**src/rtl/dpr_guard_pkg.sv**
```systemverilog
package dpr_guard_pkg;

    localparam int PAGE_SHIFT = 12;
    localparam logic [31:0] VGA_HOLE_LO = 32'h000A_0000;
    localparam logic [31:0] VGA_HOLE_HI = 32'h000B_FFFF;

    typedef enum logic [0:0] {
        LIM_STEADY = 1'b0,
        LIM_ARM    = 1'b1
    } lim_state_e;

endpackage

```
**src/rtl/dpr_limit_ctrl.sv**
```systemverilog
module dpr_limit_ctrl
    import dpr_guard_pkg::*;
#(
    parameter int PG_W = 8,
    parameter int SZ_W = 8
) (
    input  logic            clk,
    input  logic            rst_n,
    input  logic [PG_W-1:0] cfg_base_pg,
    input  logic [SZ_W-1:0] cfg_size_pg,
    input  logic            cfg_en,
    output logic [PG_W-1:0] act_lo_pg,
    output logic [PG_W-1:0] act_hi_pg,
    output logic            act_on
);

    localparam int CW = ((PG_W > SZ_W) ? PG_W : SZ_W) + 1;

    lim_state_e      state_q, state_d;

    logic [PG_W-1:0] seen_base;
    logic [SZ_W-1:0] seen_size;
    logic            seen_en;

    logic [PG_W-1:0] stg_lo, stg_hi;
    logic            stg_on;

    logic            cfg_diff;
    logic            new_on;
    logic [CW-1:0]   base_x, size_x;
    logic [PG_W-1:0] new_lo;

    assign cfg_diff = (cfg_base_pg != seen_base) || (cfg_size_pg != seen_size)
                   || (cfg_en != seen_en);

    // Lower limit of the window for the presented configuration
    always_comb begin
        base_x = CW'(cfg_base_pg);
        size_x = CW'(cfg_size_pg);
        new_on = cfg_en && (cfg_size_pg != '0);
        if (!new_on) begin
            new_lo = cfg_base_pg;
        end else if (size_x > base_x) begin
            new_lo = '0;
        end else begin
            new_lo = PG_W'(base_x - size_x);
        end
    end

    // Next-state logic
    always_comb begin
        state_d = state_q;
        unique case (state_q)
            LIM_STEADY: if (cfg_diff) state_d = LIM_ARM;
            LIM_ARM:    state_d = LIM_STEADY;
            default:    state_d = LIM_STEADY;
        endcase
    end

    // State register
    always_ff @(posedge clk or negedge rst_n) begin
        if (!rst_n) state_q <= LIM_STEADY;
        else        state_q <= state_d;
    end

    // Staging and atomic commit of the limits
    always_ff @(posedge clk or negedge rst_n) begin
        if (!rst_n) begin
            seen_base <= '0;
            seen_size <= '0;
            seen_en   <= 1'b0;
            stg_lo    <= '0;
            stg_hi    <= '0;
            stg_on    <= 1'b0;
            act_lo_pg <= '0;
            act_hi_pg <= '0;
            act_on    <= 1'b0;
        end else begin
            unique case (state_q)
                LIM_STEADY: begin
                    if (cfg_diff) begin
                        seen_base <= cfg_base_pg;
                        seen_size <= cfg_size_pg;
                        seen_en   <= cfg_en;
                        stg_lo    <= new_lo;
                        stg_hi    <= cfg_base_pg;
                        stg_on    <= new_on;
                    end
                end
                LIM_ARM: begin
                    act_lo_pg <= stg_lo;
                    act_hi_pg <= stg_hi;
                    act_on    <= stg_on;
                end
                default: ;
            endcase
        end
    end

    AST_LIM_ORDER: assert property (@(posedge clk) disable iff (!rst_n)
        act_lo_pg <= act_hi_pg);

    AST_LIM_HOLD: assert property (@(posedge clk) disable iff (!rst_n)
        state_q == LIM_STEADY |=> $stable({act_lo_pg, act_hi_pg, act_on}));

    AST_LIM_ARM_ONCE: assert property (@(posedge clk) disable iff (!rst_n)
        state_q == LIM_ARM |=> state_q == LIM_STEADY);

    AST_STAGE_ORDER: assert property (@(posedge clk) disable iff (!rst_n)
        stg_lo <= stg_hi);

endmodule

```
**src/rtl/dpr_req_check.sv**
```systemverilog
module dpr_req_check
    import dpr_guard_pkg::*;
#(
    parameter int ADDR_W = 20,
    parameter int PG_W   = ADDR_W - PAGE_SHIFT
) (
    input  logic              clk,
    input  logic              rst_n,
    input  logic              req_vld,
    input  logic [ADDR_W-1:0] req_addr,
    input  logic              req_dma,
    input  logic [PG_W-1:0]   act_lo_pg,
    input  logic [PG_W-1:0]   act_hi_pg,
    input  logic              act_on,
    output logic              rsp_vld,
    output logic              rsp_fault,
    output logic              rsp_dram,
    output logic              rsp_legacy
);

    localparam int XW = (ADDR_W > 32) ? ADDR_W : 32;

    logic [PG_W-1:0] req_pg;
    logic [XW-1:0]   addr_x;
    logic            in_win, below_lo, in_hole;
    logic            hit_fault, hit_dram;

    assign req_pg = req_addr[ADDR_W-1:PAGE_SHIFT];
    assign addr_x = XW'(req_addr);

    always_comb begin
        in_hole   = (addr_x >= XW'(VGA_HOLE_LO)) && (addr_x <= XW'(VGA_HOLE_HI));
        below_lo  = req_pg < act_lo_pg;
        in_win    = act_on && (req_pg >= act_lo_pg) && (req_pg < act_hi_pg);
        hit_fault = req_dma && in_win;
        hit_dram  = !in_hole && (below_lo || (!req_dma && in_win));
    end

    always_ff @(posedge clk or negedge rst_n) begin
        if (!rst_n) begin
            rsp_vld    <= 1'b0;
            rsp_fault  <= 1'b0;
            rsp_dram   <= 1'b0;
            rsp_legacy <= 1'b0;
        end else begin
            rsp_vld    <= req_vld;
            rsp_fault  <= req_vld && hit_fault;
            rsp_dram   <= req_vld && hit_dram;
            rsp_legacy <= req_vld && in_hole;
        end
    end

    AST_FAULT_DRAM_EXCL: assert property (@(posedge clk) disable iff (!rst_n)
        rsp_fault |-> !rsp_dram);

    AST_CPU_NEVER_FAULT: assert property (@(posedge clk) disable iff (!rst_n)
        req_vld && !req_dma |=> !rsp_fault);

    AST_IDLE_QUIET: assert property (@(posedge clk) disable iff (!rst_n)
        !req_vld |=> !rsp_vld && !rsp_fault && !rsp_dram && !rsp_legacy);

    AST_HOLE_NOT_DRAM: assert property (@(posedge clk) disable iff (!rst_n)
        rsp_legacy |-> !rsp_dram);

    AST_OFF_NO_FAULT: assert property (@(posedge clk) disable iff (!rst_n)
        req_vld && !act_on |=> !rsp_fault);

    AST_ABOVE_BASE: assert property (@(posedge clk) disable iff (!rst_n)
        req_vld && (req_pg >= act_hi_pg) |=> !rsp_fault && !rsp_dram);

endmodule

```
**src/rtl/dpr_guard.sv**
```systemverilog
module dpr_guard
    import dpr_guard_pkg::*;
#(
    parameter int ADDR_W = 20,
    parameter int SZ_W   = 8
) (
    input  logic                       clk,
    input  logic                       rst_n,
    input  logic                       req_vld,
    input  logic [ADDR_W-1:0]          req_addr,
    input  logic                       req_dma,
    input  logic [ADDR_W-PAGE_SHIFT-1:0] cfg_base_pg,
    input  logic [SZ_W-1:0]            cfg_size_pg,
    input  logic                       cfg_en,
    output logic                       rsp_vld,
    output logic                       rsp_fault,
    output logic                       rsp_dram,
    output logic                       rsp_legacy
);

    localparam int PG_W = ADDR_W - PAGE_SHIFT;

    logic [PG_W-1:0] act_lo_pg, act_hi_pg;
    logic            act_on;

    dpr_limit_ctrl #(
        .PG_W (PG_W),
        .SZ_W (SZ_W)
    ) u_limit (
        .clk         (clk),
        .rst_n       (rst_n),
        .cfg_base_pg (cfg_base_pg),
        .cfg_size_pg (cfg_size_pg),
        .cfg_en      (cfg_en),
        .act_lo_pg   (act_lo_pg),
        .act_hi_pg   (act_hi_pg),
        .act_on      (act_on)
    );

    dpr_req_check #(
        .ADDR_W (ADDR_W),
        .PG_W   (PG_W)
    ) u_check (
        .clk        (clk),
        .rst_n      (rst_n),
        .req_vld    (req_vld),
        .req_addr   (req_addr),
        .req_dma    (req_dma),
        .act_lo_pg  (act_lo_pg),
        .act_hi_pg  (act_hi_pg),
        .act_on     (act_on),
        .rsp_vld    (rsp_vld),
        .rsp_fault  (rsp_fault),
        .rsp_dram   (rsp_dram),
        .rsp_legacy (rsp_legacy)
    );

    AST_RESET_WINDOW_OFF: assert property (@(posedge clk) disable iff (!rst_n)
        $rose(rst_n) |-> !act_on);

endmodule

```
**config.mk**
```make
export PLATFORM = sky130hd
export DESIGN_NAME = dpr_guard
export DESIGN_NICKNAME = d
export VERILOG_FILES = /design/src/rtl/dpr_guard_pkg.sv /design/src/rtl/dpr_limit_ctrl.sv /design/src/rtl/dpr_req_check.sv /design/src/rtl/dpr_guard.sv
export SDC_FILE = /design/constraint.sdc
export NUM_CORES = 1
export LEC_CHECK = 0
export BUFFER_PORTS_ARGS = -buffer_cell sky130_fd_sc_hd__clkbuf_2
export CORE_ASPECT_RATIO = 1.75
export CORE_UTILIZATION = 25
export CTS_CLUSTER_DIAMETER = 60
export DETAILED_ROUTE_END_ITERATION = 7
export GPL_TIMING_DRIVEN = 0
export RECOVER_POWER = 25
export SETUP_SLACK_MARGIN = 0.5
export SYNTH_ARGS = -nofsm -noshare
export SYNTH_HDL_FRONTEND = slang
export SYNTH_HIERARCHICAL = 1
export SYNTH_SLANG_ARGS = --single-unit
```
**constraint.sdc**
```tcl
create_clock -name clk -period 1.5 [get_ports clk]
set_input_delay 0.075 -clock clk [delete_from_list [all_inputs] [get_ports clk]]
set_output_delay 0.075 -clock clk [all_outputs]
set_load 0.03 [all_outputs]
```
# ---- Yosys cells after proc, flatten, opt, wreduce, memory -nomap -nowiden
# Index checks and enable logic that the tools add are counted.
dict set report totals {
  output_inout_bits 4
  input_bits 41
  mem_bits_ro 0
  latch_bits 0
  n_memories 0
  ramBits 0
  wordCells 45
  regBits 48
}
dict set report op_classes {
  eq_ne 3
  n_addsub 1
  order_cmp 6
  div 0
  n_reduce_logical 17
  muxes 4
  n_shift 0
  bitwise_logic 1
  multipliers 0
}
# op count
set op_table {}
lappend op_table {{20-bit greater-or-equal comparator (second input constant)} 1}
lappend op_table {{20-bit <= comparator (second input constant)} 1}
lappend op_table {{8-bit less-than comparator} 2}
lappend op_table {{8-bit two-way mux} 2}
lappend op_table {{8-bit inequality test} 2}
lappend op_table {{1-bit logical AND} 10}
lappend op_table {{8-bit greater-or-equal comparator} 1}
lappend op_table {{8-bit > comparator} 1}
lappend op_table {{8-bit nonzero test} 1}
lappend op_table {{8-bit subtractor} 1}
lappend op_table {{1-bit logical OR} 3}
lappend op_table {{1-bit logical NOT} 2}
lappend op_table {{1-bit case mux with 2 select lines} 1}
lappend op_table {{2-bit AND reduction} 1}
lappend op_table {{1-bit two-way mux} 1}
lappend op_table {{1-bit inequality test} 1}
lappend op_table {{1-bit inverter} 1}

# ---- Logic depth before layout (Yosys ltp)
dict set report logic_depth {
  depth_word 7
  depth_mapped 10
}

# ---- By module
# Netlist, hierarchy kept.
# module cells_each n_inst area_per_inst_um2 seq_area_each_um2
set by_module_without_submodules {}
lappend by_module_without_submodules {dpr_limit_ctrl 199 1 2268.4 1101.1}
lappend by_module_without_submodules {dpr_req_check 65 1 540.5 100.1}

# ---- Worst setup path after synthesis
# No wires, ideal clock.
dict set report synth_path {
  kind {register to register}
  startpoint {reg u_limit.seen_en}
  endpoint {reg u_limit.seen_size[0]}
  setup_ns 0.125
  required_time_ns 1.375
  setup_slack_ns -0.156
  path_stages_with_launch 6
  arrival_time_ns 1.531
  path_cell_list {dfrtp_1 xor2_1 nor4_4 a41oi_4 buf_6 mux2_4}
}
dict set report synth_between {
  elab_chain_len 3
}
# item line_no
set synth_rtl {}
lappend synth_rtl {{start: declaration} dpr_limit_ctrl.sv:23} ;# logic seen_en;
lappend synth_rtl {{start signal: assignment} dpr_limit_ctrl.sv:84} ;# seen_en <= cfg_en;
lappend synth_rtl {{1-bit inequality test} dpr_limit_ctrl.sv:34} ;# || (cfg_en != seen_en);
lappend synth_rtl {{1-bit logical OR} dpr_limit_ctrl.sv:34}
lappend synth_rtl {{2-bit AND reduction (no source line)} -}
lappend synth_rtl {{end signal: assignment} dpr_limit_ctrl.sv:83} ;# seen_size <= cfg_size_pg;
lappend synth_rtl {{end: declaration} dpr_limit_ctrl.sv:22} ;# logic [SZ_W-1:0] seen_size;
# No other way between the ends.
# A chain may end at the register's enable or synchronous reset.

==> qor.json <==
{
  "grt_pass1_vias": 2197,
  "power_switching_mw": 0.8847,
  "cp_max_fo": 5,
  "parity_gate_share_of_the_synthesized_area_counting_xor_and_xnor_cells": 0.06236,
  "cts.sinks": 48,
  "regArea_um2": 1202,
  "bufs_on_longest_clock_path": 2,
  "grt_antenna_before_repair": 0,
  "dr_drc_count": 0,
  "port-buffer-count": 32,
  "p_leak_nw": 1.694,
  "mappedNetlistNets": 330,
  "number_of_rows_in_the_core_area": 50,
  "rsz0062_at_grt": "true",
  "track_usage": 0.1257,
  "most-common-layout-cells": "sky130_fd_sc_hd__dfrtp_1 (47), sky130_fd_sc_hd__clkbuf_2 (29), sky130_fd_sc_hd__inv_1 (26), sky130_fd_sc_hd__mux2_4 (18), sky130_fd_sc_hd__ha_1 (17)",
  "reported_max_cap_violation_count": 0,
  "cts_tree": "built",
  "cts-htree-levels": 2,
  "synth_cells": 264,
  "worst_path_dominant_cell_family": "simple AND/OR/NAND/NOR gates",
  "hold_class": "in -> reg",
  "dr_total_vias": 2103,
  "syn_area_per_cell_um2": 10.64,
  "clock_transition_at_path_regs_ns": 0.06,
  "grt_max_degree": 49,
  "worst_pin_slew_ns": 0.6637,
  "cp.arrival_ns": 2.01,
  "timing.clock.skew_ns": 0.001400,
  "powerDensity_nw_per_um2": 897.5,
  "detail_route.wl_per_cell_um": 14.40,
  "finalHoldViolations": 0,
  "die_x_um": 82.13,
  "power.share.switching": 0.2613,
  "die-area_um2": 11680,
  "setup.worst_path.end_class": "flop",
  "yosys_register_bits": 48,
  "fp.dieH_um": 142.2,
  "critical_path_cell_with_the_highest_stage_delay": "sky130_fd_sc_hd__dfrtp_1",
  "finish.cell_count_without_fillers": 452,
  "p_clk_frac": 0.371,
  "worstSetupPathType": "reg -> reg",
  "max_slew_margin": 0.5575,
  "detail-route-antenna-nets": 0,
  "critical_path.max_stage_delay_ns": 0.42,
  "path_cells": "xnor2_2 -> nand3_1 -> nor3_4 -> a41oi_4 -> buf_4 -> mux2_2",
  "dp_hpwl_mm": 5.143,
  "timing.critical_path.required_ns": 1.67,
  "drive_above_1_share": 0.4037,
  "synth_area_in_adders": 0.1140,
  "cts-root-buf": "sky130_fd_sc_hd__clkbuf_16",
  "dominant_combinational_cell_family_by_area_after_synthesis": "compound AO/OA/AOI/OAI gates",
  "layout.filler_cells": 1083,
  "clk-insertion-delay-late_ns": 0.29,
  "yosys-mux-area-fraction": 0.1105,
  "drt_pre_antenna_iters": 4,
  "timing.final.setup_violations": 20,
  "power.internal_mw": 2.501,
  "drv_slew": 0,
  "finalWeightedCongestion": 0.8637,
  "fin_nets": 387,
  "dpl.cell_count": 426,
  "final.min_clock_period_ns": 1.834,
  "detailedPlace.worstSlack_ns": -0.6256,
  "power_frac_comb": 0.203,
  "floorplan.core_area_um2": 10820,
  "drtIter0Drc": 95,
  "io_pins": 45,
  "violations": "setup timing",
  "vdd.ir_drop.worst_mv": 0.4434,
  "share_seq_of_total_power": 0.426,
  "synth-main-ff-cell": "sky130_fd_sc_hd__dfrtp_1",
  "grt_overflow": 0,
  "timing.critical_path.buf_inv": 1,
  "netlist_area_pre_place_um2": 2809,
  "routed_wire_length_mm": 6.510,
  "status": "finished with violations",
  "number_of_enable_flip_flop_cells_after_synthesis": 0,
  "cp-start-kind": "flop",
  "final_min_period_over_clock_period": 1.223,
  "yosys_warnings": 6,
  "cts_inserted_buffers": 5,
  "grt_first_pass_wirelength_mm": 10.83,
  "async_reset_ff_frac": 1.000,
  "yosysSeqAreaShare": 0.4276,
  "viasPerCell": 4.653,
  "areaGrowthSynthToFinish_pct": 34.30,
  "synth-compound-area-share": 0.1323,
  "synth_simple_gate_area_frac": 0.09800,
  "final_common_cell": "sky130_fd_sc_hd__dfrtp_1",
  "number_of_antenna_cells_inserted": 0,
  "initial_utilization": 0.2595,
  "fin_ws_ns": -0.3342,
  "fmax_ghz": 0.5452,
  "synth_cell_types": 47,
  "multi_input_comb_area_um2": 1727
}
## power by group through the flow
stage	registers (mW)	logic (mW)	clock network, mW
3_5_place_dp	1.46	0.591	0
3_3_place_gp	1.46	0.574	0
6_report	1.44	0.686	1.26
4_1_cts	1.44	0.666	1.29
5_1_grt	1.46	0.767	1.34
2_1_floorplan	1.46	0.391	0
## cells in the mapped netlist (2+ instances only)
| library cell | n | area share |
|---|---|---|
| sky130_fd_sc_hd__or3_1 | 2 | 0.0045 |
| sky130_fd_sc_hd__clkbuf_1 | 3 | 0.0040 |
| sky130_fd_sc_hd__nand2b_1 | 2 | 0.0045 |
| sky130_fd_sc_hd__o21ai_0 | 16 | 0.029 |
| sky130_fd_sc_hd__xor2_1 | 6 | 0.019 |
| sky130_fd_sc_hd__nor2_1 | 15 | 0.020 |
| sky130_fd_sc_hd__a211oi_1 | 3 | 0.0080 |
| sky130_fd_sc_hd__o22ai_1 | 2 | 0.0045 |
| sky130_fd_sc_hd__a31oi_1 | 2 | 0.0045 |
| sky130_fd_sc_hd__mux2_2 | 24 | 0.096 |
| sky130_fd_sc_hd__xnor2_1 | 14 | 0.044 |
| sky130_fd_sc_hd__a21oi_1 | 15 | 0.027 |
| sky130_fd_sc_hd__nand4_1 | 4 | 0.0089 |
| sky130_fd_sc_hd__ha_1 | 24 | 0.11 |
| sky130_fd_sc_hd__dfrtp_1 | 48 | 0.43 |
| sky130_fd_sc_hd__nor2b_1 | 2 | 0.0045 |
| sky130_fd_sc_hd__mux2_4 | 2 | 0.011 |
| sky130_fd_sc_hd__nand3_1 | 3 | 0.0053 |
| sky130_fd_sc_hd__nand2_1 | 12 | 0.016 |
| sky130_fd_sc_hd__inv_1 | 32 | 0.043 |
| sky130_fd_sc_hd__o2111ai_1 | 3 | 0.0094 |
| sky130_fd_sc_hd__a22oi_1 | 5 | 0.013 |
## state kept, by name, indices dropped and copies added (netlist names)
name	flops
u_limit/act_hi_pg	8
u_limit/act_lo_pg	8
u_limit/seen_size	8
u_limit/stg_hi	8
u_limit/stg_lo	8
u_check/rsp_dram	1
u_check/rsp_fault	1
u_check/rsp_legacy	1
u_check/rsp_vld	1
u_limit/act_on	1
u_limit/seen_en	1
u_limit/state_q	1
u_limit/stg_on	1
## final cells by class
class,instances,area share
Multi-Input combinational cell,178,0.4577
Sequential cell,48,0.3187
Timing Repair Buffer,50,0.08292
Tap cell,130,0.04312
Clock buffer,6,0.03416
Inverter,32,0.03250
Buffer,6,0.02156
Clock inverter,2,0.009287
## path summary, 6_finish.rpt
path / cells after the start / endpoint / start / slack, ns
worst max register to register: 6 / u_limit/stg_hi[2] / u_limit/stg_hi[3] / -0.33
min in group asynchronous: 2 / u_limit/act_hi_pg[1] / rst_n / 0.33
worst max-delay path: 6 / u_limit/stg_hi[2] / u_limit/stg_hi[3] / -0.33
worst min register to register: 2 / u_limit/seen_size[4] / u_limit/seen_size[4] / 0.50
worst min-delay path: 3 / u_check/rsp_fault / req_dma / 0.03
max in group asynchronous: 3 / u_limit/state_q / rst_n / 0.22
## per-stage QoR
stage / cell area, µm² / setup TNS, ns / total power, mW / utilization / hold WS (ns)
final: 3772 / -5.736 / 3.386 / 0.3486 / 0.02976
after global routing: 3772 / -6.859 / 3.569 / 0.3486 / 0.05097
after CTS: 3684 / -5.688 / 3.397 / 0.3403 / 0.01672
after detailed placement: 3263 / -9.263 / 2.053 / 0.3015 / 0.2278
after global placement: 3263 / -8.450 / 2.031 / 0.3015 / 0.2305
after floorplan: 2940 / -0.3465 / 1.850 / - / -0.2206
## logic make-up after synthesis
kind of cell | after synthesis
buffers and inverters | 38
multiplexers | 27
AND/OR/NAND/NOR | 50
adder cells (fa/ha/maj) | 25
flip-flops | 48
XOR/XNOR | 20
AO/OA/AOI/OAI | 56
## routing by layer
metal | wire length [µm] | global-route usage
met3 | 250 | 0.02179
met5 | 0 | 0
met2 | 3714 | 0.2323
met1 | 2344 | 0.1326
met4 | 201 | 0.05725
## worst reg2reg max path, stage by stage (launching register included)
cell and delay [ns]:
sky130_fd_sc_hd__dfrtp_1 0.42, sky130_fd_sc_hd__xnor2_2 0.18, sky130_fd_sc_hd__nand3_1 0.14, sky130_fd_sc_hd__nor3_4 0.31
sky130_fd_sc_hd__a41oi_4 0.19, sky130_fd_sc_hd__buf_4 0.21, sky130_fd_sc_hd__mux2_2 0.28
## timing repair
item | 4_1_cts | 5_1_grt
gates resized for setup | 33 | 13
endpoints found under the setup margin | 44 | 45
hold buffers | 1 | 1
setup buffers | 12 | 3
pin swaps | 12 | 10
hold endpoints to repair | 1 | 11
gates cloned | 0 | 0
Power figures use the tool's default switching activity.
